===== src/rtl/vm_pkg.sv =====
package vm_pkg;
    // Smallest recursion level that merges partial products with carry-select adders
    localparam int CSA_FROM_LEVEL = 8;
    // Segment width inside each carry-select adder
    localparam int CSA_SEG = 4;

    function automatic bit level_uses_csa(input int level_n);
        return (level_n >= CSA_FROM_LEVEL);
    endfunction
endpackage


===== src/rtl/vm_leaf2.sv =====
module vm_leaf2 (
    input  logic [1:0] a,
    input  logic [1:0] b,
    output logic [3:0] p
);
    logic pp00, pp01, pp10, pp11;
    logic ha1_s, ha1_c, ha2_s, ha2_c;

    always_comb begin
        pp00  = a[0] & b[0];
        pp10  = a[1] & b[0];
        pp01  = a[0] & b[1];
        pp11  = a[1] & b[1];
        ha1_s = pp10 ^ pp01;
        ha1_c = pp10 & pp01;
        ha2_s = ha1_c ^ pp11;
        ha2_c = ha1_c & pp11;
        p     = {ha2_c, ha2_s, ha1_s, pp00};
    end

    // Leaf product must match the arithmetic 2x2 product
    always_comb begin
        assert_leaf_product_R5: assert (p == ({2'b00, a} * {2'b00, b}))
            else $error("leaf product mismatch");
    end
endmodule


===== src/rtl/vm_rca.sv =====
module vm_rca #(
    parameter int W = 4
) (
    input  logic [W-1:0] a,
    input  logic [W-1:0] b,
    input  logic         cin,
    output logic [W-1:0] sum,
    output logic         cout
);
    logic [W:0] carry;

    always_comb begin
        carry[0] = cin;
        for (int i = 0; i < W; i++) begin
            sum[i]     = a[i] ^ b[i] ^ carry[i];
            carry[i+1] = (a[i] & b[i]) | (carry[i] & (a[i] ^ b[i]));
        end
        cout = carry[W];
    end

    always_comb begin
        assert_rca_sum_R1: assert ({cout, sum} == ({1'b0, a} + {1'b0, b} + {{W{1'b0}}, cin}))
            else $error("ripple adder sum mismatch");
    end
endmodule


===== src/rtl/vm_inc.sv =====
module vm_inc #(
    parameter int W = 5
) (
    input  logic [W-1:0] x,
    output logic [W-1:0] y
);
    logic [W:0] run_and;

    always_comb begin
        run_and[0] = 1'b1;
        for (int i = 0; i < W; i++) begin
            y[i]         = x[i] ^ run_and[i];
            run_and[i+1] = run_and[i] & x[i];
        end
    end

    always_comb begin
        assert_inc_value_R7: assert ((y == x + W'(1)) || (x == {W{1'b1}}))
            else $error("increment circuit mismatch");
    end
endmodule


===== src/rtl/vm_adder.sv =====
module vm_adder #(
    parameter int W       = 8,
    parameter bit USE_CSA = 1'b0,
    parameter int SEG     = 4
) (
    input  logic [W-1:0] a,
    input  logic [W-1:0] b,
    input  logic         cin,
    output logic [W-1:0] sum,
    output logic         cout
);
    localparam int NSEG = (W + SEG - 1) / SEG;

    generate
        if (!USE_CSA || W <= SEG || (W % SEG) != 0) begin : g_ripple
            vm_rca #(.W(W)) u_rca (
                .a(a), .b(b), .cin(cin), .sum(sum), .cout(cout)
            );
        end else begin : g_csa
            logic [NSEG:0] seg_c;
            assign seg_c[0] = cin;

            vm_rca #(.W(SEG)) u_seg0 (
                .a(a[SEG-1:0]), .b(b[SEG-1:0]), .cin(seg_c[0]),
                .sum(sum[SEG-1:0]), .cout(seg_c[1])
            );

            for (genvar k = 1; k < NSEG; k++) begin : g_seg
                logic [SEG-1:0] raw_s;
                logic           raw_c;
                logic [SEG:0]   inc_v;

                vm_rca #(.W(SEG)) u_raw (
                    .a(a[k*SEG +: SEG]), .b(b[k*SEG +: SEG]), .cin(1'b0),
                    .sum(raw_s), .cout(raw_c)
                );
                vm_inc #(.W(SEG+1)) u_inc (
                    .x({raw_c, raw_s}), .y(inc_v)
                );
                assign {seg_c[k+1], sum[k*SEG +: SEG]} =
                    seg_c[k] ? inc_v : {raw_c, raw_s};
            end
            assign cout = seg_c[NSEG];
        end
    endgenerate

    always_comb begin
        assert_adder_sum_R7: assert ({cout, sum} == ({1'b0, a} + {1'b0, b} + {{W{1'b0}}, cin}))
            else $error("merge adder sum mismatch");
    end
endmodule


===== src/rtl/vm_node.sv =====
module vm_node #(
    parameter int N = 16
) (
    input  logic [N-1:0]   a,
    input  logic [N-1:0]   b,
    output logic [2*N-1:0] p
);
    import vm_pkg::*;
    localparam int H       = N / 2;
    localparam bit USE_CSA = level_uses_csa(N);

    generate
        if (N == 2) begin : g_leaf
            vm_leaf2 u_leaf (.a(a), .b(b), .p(p));
        end else begin : g_split
            logic [N-1:0] p_ll, p_lh, p_hl, p_hh;
            logic [N-1:0] cross_sum, mid_sum, top_sum, mid_b, top_b;
            logic         cross_c, mid_c, top_c;

            vm_node #(.N(H)) u_ll (.a(a[H-1:0]), .b(b[H-1:0]), .p(p_ll));
            vm_node #(.N(H)) u_hl (.a(a[N-1:H]), .b(b[H-1:0]), .p(p_hl));
            vm_node #(.N(H)) u_lh (.a(a[H-1:0]), .b(b[N-1:H]), .p(p_lh));
            vm_node #(.N(H)) u_hh (.a(a[N-1:H]), .b(b[N-1:H]), .p(p_hh));

            // first merge: the two cross products
            vm_adder #(.W(N), .USE_CSA(USE_CSA), .SEG(CSA_SEG)) u_add_cross (
                .a(p_hl), .b(p_lh), .cin(1'b0), .sum(cross_sum), .cout(cross_c)
            );

            // second merge: upper half of low product, zero-extended
            always_comb begin
                mid_b        = '0;
                mid_b[H-1:0] = p_ll[N-1:H];
            end
            vm_adder #(.W(N), .USE_CSA(USE_CSA), .SEG(CSA_SEG)) u_add_mid (
                .a(cross_sum), .b(mid_b), .cin(1'b0), .sum(mid_sum), .cout(mid_c)
            );

            // third merge: high product plus upper middle bits and both carries
            always_comb begin
                top_b          = '0;
                top_b[H-1:0]   = mid_sum[N-1:H];
                top_b[H +: 2]  = {cross_c & mid_c, cross_c ^ mid_c};
            end
            vm_adder #(.W(N), .USE_CSA(USE_CSA), .SEG(CSA_SEG)) u_add_top (
                .a(p_hh), .b(top_b), .cin(1'b0), .sum(top_sum), .cout(top_c)
            );

            assign p = {top_sum, mid_sum[H-1:0], p_ll[H-1:0]};

            // the full product always fits, so the last merge never carries out
            always_comb begin
                assert_no_overflow_R4: assert (top_c == 1'b0)
                    else $error("top merge carried out");
            end
        end
    endgenerate

    always_comb begin
        assert_node_product_R1: assert (p == ({{N{1'b0}}, a} * {{N{1'b0}}, b}))
            else $error("node product mismatch");
    end
endmodule


===== src/rtl/vedic_mul16.sv =====
module vedic_mul16 #(
    parameter int WIDTH = 16
) (
    input  logic [WIDTH-1:0]   op_a,
    input  logic [WIDTH-1:0]   op_b,
    output logic [2*WIDTH-1:0] product
);
    vm_node #(.N(WIDTH)) u_root (
        .a(op_a), .b(op_b), .p(product)
    );

    always_comb begin
        assert_zero_operand_R2: assert (!((op_a == '0) || (op_b == '0)) || (product == '0))
            else $error("zero operand gave nonzero product");
    end
endmodule


===== config.mk =====
export PLATFORM = sky130hd
export DESIGN_NAME = vedic_mul16
export DESIGN_NICKNAME = d
export VERILOG_FILES = /design/src/rtl/vm_pkg.sv /design/src/rtl/vm_leaf2.sv /design/src/rtl/vm_rca.sv /design/src/rtl/vm_inc.sv /design/src/rtl/vm_adder.sv /design/src/rtl/vm_node.sv /design/src/rtl/vedic_mul16.sv
export SDC_FILE = /design/constraint.sdc
export NUM_CORES = 1
export LEC_CHECK = 0
export CAP_MARGIN = 20
export CORE_MARGIN = 5
export CORE_UTILIZATION = 65
export DETAILED_ROUTE_END_ITERATION = 7
export PLACE_DENSITY = 0.95
export SYNTH_ARGS = -nofsm -noshare
export SYNTH_HDL_FRONTEND = slang
export SYNTH_SLANG_ARGS = --single-unit
export TNS_END_PERCENT = 5

===== constraint.sdc =====
create_clock -name vclk -period 45.5
set_clock_uncertainty 0.2 [all_clocks]
set_input_delay 9.1 -clock vclk [all_inputs]
set_output_delay 9.1 -clock vclk [all_outputs]
set_load 0.05 [all_outputs]

==> results of run 1 <==
==> routing by layer <==
| metal | vias up | share of wire [%] | GRT usage, % |
|---|---|---|---|
| met5 | - | 0 | 0 |
| met4 | 0 | 3.0 | 6.99 |
| met3 | 41 | 3.3 | 1.90 |
| met2 | 134 | 53 | 46.2 |
| met1 | 3742 | 41 | 29.7 |
| li1 | 3505 | - | - |
==> layout make-up <==
class,count,area [µm²]
multi-input cells,910,10500
fillers,1179,5070
repair buffers,72,701
inverters,123,462
well taps,225,282
==> through the flow <==
| stage | utilization, % | worst slack [ns] |
|---|---|---|
| 2_1_floorplan | - | 15.67 |
| 3_5_place_dp | 70.3 | 13.84 |
| 4_1_cts | 70.3 | 13.82 |
| 3_3_place_gp | 70.3 | 14.38 |
| 6_report | 70.3 | 13.84 |
| 5_1_grt | 70.3 | 13.14 |
==> cell usage after synthesis, drive strengths merged (6+ instances only) <==
cell type	n	share of area, %
and2	257	14
clkbuf	32	1.1
fa	174	31
ha	321	36
inv	123	4.1
mux2	46	4.7
mux2i	8	0.83
nand2	13	0.50
nor2b	6	0.34
xnor2	46	3.8
xor2	26	2.0
==> worst paths after layout <==
kind	to
worst max-delay path	product[31]
worst min-delay path	product[0]
==> worst max-delay path: cells and delay by family <==
kind	cells	cell delay, ns
adders and majority gates	24	7.90
muxes	2	0.72
buffers and inverters	10	2.14
and+or+nand+nor	7	1.32
xor gates and xnor gates	4	1.03
AOI/OAI and AO/OA	1	0.12
==> cell families after synthesis <==
group           Yosys count  share of synthesized area (%)
buf+inv                 159                           5.49
mux                      54                           5.54
compound gates            6                          0.269
fa+ha+maj               495                           67.2
xor+xnor                 72                           5.89
simple gates            283                           15.6
==> run metrics, run 1 <==
outcome=finished clean; maximum operating frequency=between 30 and 40 MHz; data required time of the critical path=about 36 ns; total placed instance area=12,000 µm²; Synth cell types=24; Worst Setup Start Kind=primary input; number of hold buffers added after CTS=0; signed area change from the synthesized netlist to the final layout=7.45%; number of sequential cells in the layout=0; final weighted congestion of routability-driven global placement=about 0.91; pin count of the biggest net entering global routing=17; standard-cell rows=48; Vias per Instance=around 5.6; crit path capture type=output port; Max FO, Critical Path=16; class of the most critical setup path=in -> out; buffer count from post-CTS setup fixing=0; final routed DRC violation total=0; startpoint of the worst setup timing path=op_b[0]; placed instance count=between 1,000 and 1,500; count of routing violations after the opening detailed-route iteration=between 200 and 300; DR WL/cell=17.4 µm; final critical-path share of the clock period=between 60% and 70%; post-synthesis sequential area ratio=0%; worst-case hold slack=a little under 20 ns; unrepaired setup endpoints after global routing=false; critical hold path startpoint=op_a[0]; Yosys warning count=0; Resized cells post-CTS=0; biggest cell delay along the critical path=~0.83 ns; CLK BUF=0; area of all placed cells without fillers=around 12,000 µm²; count of nets left with antenna violations after detail routing=0; syn avg cell area=10.4 µm²; final hold vios=0; full die area=19,900 µm²; cell type of the slowest stage on the worst timing path=clkdlybuf4s50_1; diode count=0; number of global-route vias before repair=about 8,500; fraction of layout cells with a size suffix above 1=roughly 5.3%; final std cells w/o fill=~1,300; Setup Viol. Count Final=0; nets in the synthesized netlist=between 1,500 and 2,000; CP arrival=approximately 22 ns; die width=between 100 and 150 µm; class of the tightest hold or removal check=in -> out; Worst Hold Depth=3; starting utilization of the core area=65.4%; Fin Setup TNS=0 ns; wire length reported by the detailed router=approximately 23,000 µm; min cycle time layout=~32 ns; number of instances in the synthesized netlist=1,069; buffers added on ports=64; combined global-route utilization of all metal layers=about a quarter; most used cells in the layout excluding fill and tap cells=ha_1, and2_1, fa_1; net count reported at finish=1,634; hpwl dp=between 20,000 and 25,000 µm; DR vias=7,422; Register Area=0 µm²; Pre-antenna DRT Iters=4; most common cell after layout, fill and taps aside=ha_1; slew at the pin closest to its max-slew limit=approximately 0.7 ns; Die Y=~140 µm; placeable core area=around 17,000 µm²; count of pins on the block boundary=64; Final Max Slew Viols=0; initial antenna violation count=0; CP most frequent cell=fa_1; worst relative slew slack=53.1%; global-route wire length before repair=between 30,000 and 40,000 µm; netlist area before placement=roughly 11,000 µm²; Max-Cap Viols=0; grt total ovfl=0
Power of run 1 is left out: the tool's default activity adds up to more than one toggle a clock period on the data nets, which glitch-free logic cannot reach.
==> inputs of run 2 (changes only) <==
CORE_UTILIZATION = 58   (was 65)
PLACE_DENSITY = 0.93   (was 0.95)
clock period = 27.7 ns   (was 45.5 ns; I/O delays follow)
==> run 2 against run 1 <==
Flip-flop and latch count did not move. Via count up 1.1%. Count of clock-buffer cells in the layout unchanged. Critical path depth stayed put. First-iteration DRC count down 29%. Final cell count increased by 2.6%.
==> run metrics, run 2 (synthesized netlist as in run 1, its figures left out) <==
number of global-route vias before repair=between 8,000 and 9,000; class of the most critical setup path=in -> out; Max-Cap Viols=0; Max FO, Critical Path=16; min cycle time layout=24.47 ns; placed instance count=1,365; initial antenna violation count=0; worst relative slew slack=between 50% and 60%; DR WL/cell=around 17 µm; fraction of layout cells with a size suffix above 1=5.34%; starting utilization of the core area=slightly below 60%; outcome=finished clean; number of fillers in the final layout=about 1,400; count of routing violations after the opening detailed-route iteration=200; Worst Setup Start Kind=primary input; combined global-route utilization of all metal layers=between 20% and 30%; final weighted congestion of routability-driven global placement=around 0.9; diode count=0; final routed DRC violation total=0; Fin Setup TNS=0 ns; placeable core area=between 15,000 and 20,000 µm²; Resized cells post-CTS=0; most used cells in the layout excluding fill and tap cells=ha_1, and2_1, fa_1; final hold vios=0; wire length reported by the detailed router=around 23,000 µm; most common cell after layout, fill and taps aside=ha_1; net count reported at finish=about 1,600; final std cells w/o fill=~1,400; cell type of the slowest stage on the worst timing path=clkdlybuf4s50_1; buffers added on ports=64; full die area=about 22,000 µm²; final critical-path share of the clock period=88.3%; grt total ovfl=0; count of nets left with antenna violations after detail routing=0; biggest cell delay along the critical path=0.82 ns; pin count of the biggest net entering global routing=17; unrepaired setup endpoints after global routing=false; multi-input logic area=around 11,000 µm²; crit path capture type=output port; DR vias=7,500; maximum operating frequency=around 41 MHz; signed area change from the synthesized netlist to the final layout=7.84%; CP arrival=~19 ns; die width=between 100 and 150 µm; slew at the pin closest to its max-slew limit=slightly above 0.7 ns; buffer count from post-CTS setup fixing=0; CLK BUF=0; Register Area=0 µm²; standard-cell rows=50; Final Max Slew Viols=0; count of pins on the block boundary=between 60 and 70; Pre-antenna DRT Iters=4; hpwl dp=just over 20,000 µm; Die Y=about 150 µm; Vias per Instance=5.49; CP most frequent cell=fa_1; number of sequential cells in the layout=0; Setup Viol. Count Final=0; data required time of the critical path=roughly 22 ns; number of hold buffers added after CTS=0; class of the tightest hold or removal check=in -> out; global-route wire length before repair=~40,000 µm
[run 2: area by class of cell]
class | instances | area share (%)
inverters | 123 | 3.84
multi-input cells | 910 | 87.6
well taps | 260 | 2.70
repair buffers | 72 | 5.82
[run 2: worst paths after layout]
kind | startpoint | to | depth (start not counted)
max | op_b[0] | product[31] | 48
min | op_a[0] | product[0] | 3
[run 2: worst max-delay path, delay by kind of cell]
kind                       cells  cell delay (ns)
buffers and inverters         10             2.07
muxes                          2             0.69
AOI/OAI and AO/OA              1             0.11
adders and majority gates     24             7.89
and+or+nand+nor                7             1.31
xor gates and xnor gates       4             1.11
[run 2: routing by layer]
layer	GRT usage (%)	share of wire, %	vias up
li1	-	-	3516
met5	0	0	-
met3	1.71	3.6	51
met2	42.4	53	178
met4	5.36	2.8	0
met1	27.4	41	3755
[run 2: per-stage QoR]
step                      util (%)  hold slack, ns  setup WS, ns  instance area (µm²)
after floorplan                  -           11.33          4.98                11200
after global placement        63.9           12.53          3.68                12000
after detailed placement      63.9           12.52          3.27                12000
after CTS                     63.9           12.51          3.25                12000
after global routing          63.9           12.59          2.73                12000
final                         63.9           12.52          3.23                12000
Power of run 2 is left out for the same reason.
==> inputs of run 3 (changes only) <==
CELL_PAD_IN_SITES_DETAIL_PLACEMENT = 1   (was unset)
CELL_PAD_IN_SITES_GLOBAL_PLACEMENT = 1   (was unset)
CORE_UTILIZATION = 46   (was 58)
PLACE_DENSITY = 0.94   (was 0.93)
SYNTH_HIERARCHICAL = 1   (was unset)
==> run 3 against run 2 <==
Synthesized cell count rose by 92%. Global-route usage decreased by 0.45 points. Maximum frequency down 8.9%. Routed wire length grew 93%. Flip-flop and latch count is the same. Largest cell class unchanged. Highest routed layer unchanged.
==> run metrics, run 3 <==
number of fillers in the final layout=around 4,500; starting utilization of the core area=roughly 46%; number of instances in the synthesized netlist=between 2,000 and 2,500; hpwl dp=slightly above 40,000 µm; final critical-path share of the clock period=between 90% and 100%; full die area=42,000 µm²; wire length reported by the detailed router=between 40,000 and 50,000 µm; buffer count from post-CTS setup fixing=0; Setup Viol. Count Final=0; final routed DRC violation total=0; class of the tightest hold or removal check=in -> out; final hold vios=0; maximum operating frequency=37.2 MHz; diode count=0; die width=~200 µm; count of routing violations after the opening detailed-route iteration=356; number of hold buffers added after CTS=0; count of nets left with antenna violations after detail routing=0; multi-input logic area=12,800 µm²; Yosys warning count=6; number of sequential cells in the layout=0; Die Y=about 200 µm; combined global-route utilization of all metal layers=between 20% and 30%; Pre-antenna DRT Iters=4; number of global-route vias before repair=14,600; final weighted congestion of routability-driven global placement=around 0.81; DR vias=11,200; Max-Cap Viols=0; global-route wire length before repair=slightly above 70,000 µm; initial antenna violation count=0; count of pins on the block boundary=64; worst relative slew slack=between 40% and 50%; CLK BUF=0; placeable core area=about 38,000 µm²; crit path capture type=output port; buffers added on ports=64; min cycle time layout=26.86 ns; Final Max Slew Viols=0; most common cell after layout, fill and taps aside=inv_1; class of the most critical setup path=in -> out; Resized cells post-CTS=0; outcome=finished clean; DR WL/cell=17.8 µm; fraction of layout cells with a size suffix above 1=about 5.7%; Worst Setup Start Kind=primary input; netlist area before placement=roughly 17,000 µm²; net count reported at finish=2,574; standard-cell rows=71; CP arrival=between 20 and 25 ns; Vias per Instance=~4.5; data required time of the critical path=around 22 ns; signed area change from the synthesized netlist to the final layout=-0.537%; most used cells in the layout excluding fill and tap cells=inv_1, fa_1, and2_1; pin count of the biggest net entering global routing=17; Fin Setup TNS=0 ns; biggest cell delay along the critical path=between 0.7 and 0.8 ns; slew at the pin closest to its max-slew limit=roughly 0.86 ns; cell type of the slowest stage on the worst timing path=clkdlybuf4s50_1; Register Area=0 µm²; grt total ovfl=0; syn avg cell area=8.51 µm²; unrepaired setup endpoints after global routing=false; Max FO, Critical Path=16
-- run 3: worst paths after layout --
kind	start	endpoint	slack [ns]	cells after the start
max	op_a[4]	product[31]	0.84	58
min	op_a[0]	product[0]	12.57	3
-- run 3: cell type report --
class	instances	share of cell area, %
multi-input cells	1074	73.9
repair buffers	78	4.29
inverters	840	18.1
well taps	511	3.68
-- run 3: critical path: cells and delay by family --
family                   cells  cell delay, ns
XOR/XNOR                     3            0.33
buffers and inverters       20            2.88
AND/OR/NAND/NOR              1            0.36
adder cells (fa/ha/maj)     25            8.68
multiplexers                 9            3.31
-- run 3: layer usage --
layer	vias up	wire, µm	GRT usage, %
li1	5044	-	-
met1	5738	15700	22.2
met2	271	25300	44.8
met3	155	1080	1.71
met4	0	2400	9.95
met5	-	0	0
-- run 3: metrics by stage --
| step | std cells | util, % | area, µm² | hold slack, ns | setup slack, ns |
|---|---|---|---|---|---|
| CTS | 2503 | 46.2 | 17400 | 12.58 | 0.749 |
| finish | 2503 | 46.2 | 17400 | 12.57 | 0.843 |
| detailed placement | 2503 | 46.2 | 17400 | 12.56 | 0.761 |
| global placement | 2503 | 46.2 | 17400 | 12.53 | 1.67 |
| global route | 2503 | 46.2 | 17400 | 12.64 | 0.232 |
| floorplan | 2170 | - | 17900 | 11.16 | 3.65 |
Power of run 3 is left out for the same reason.
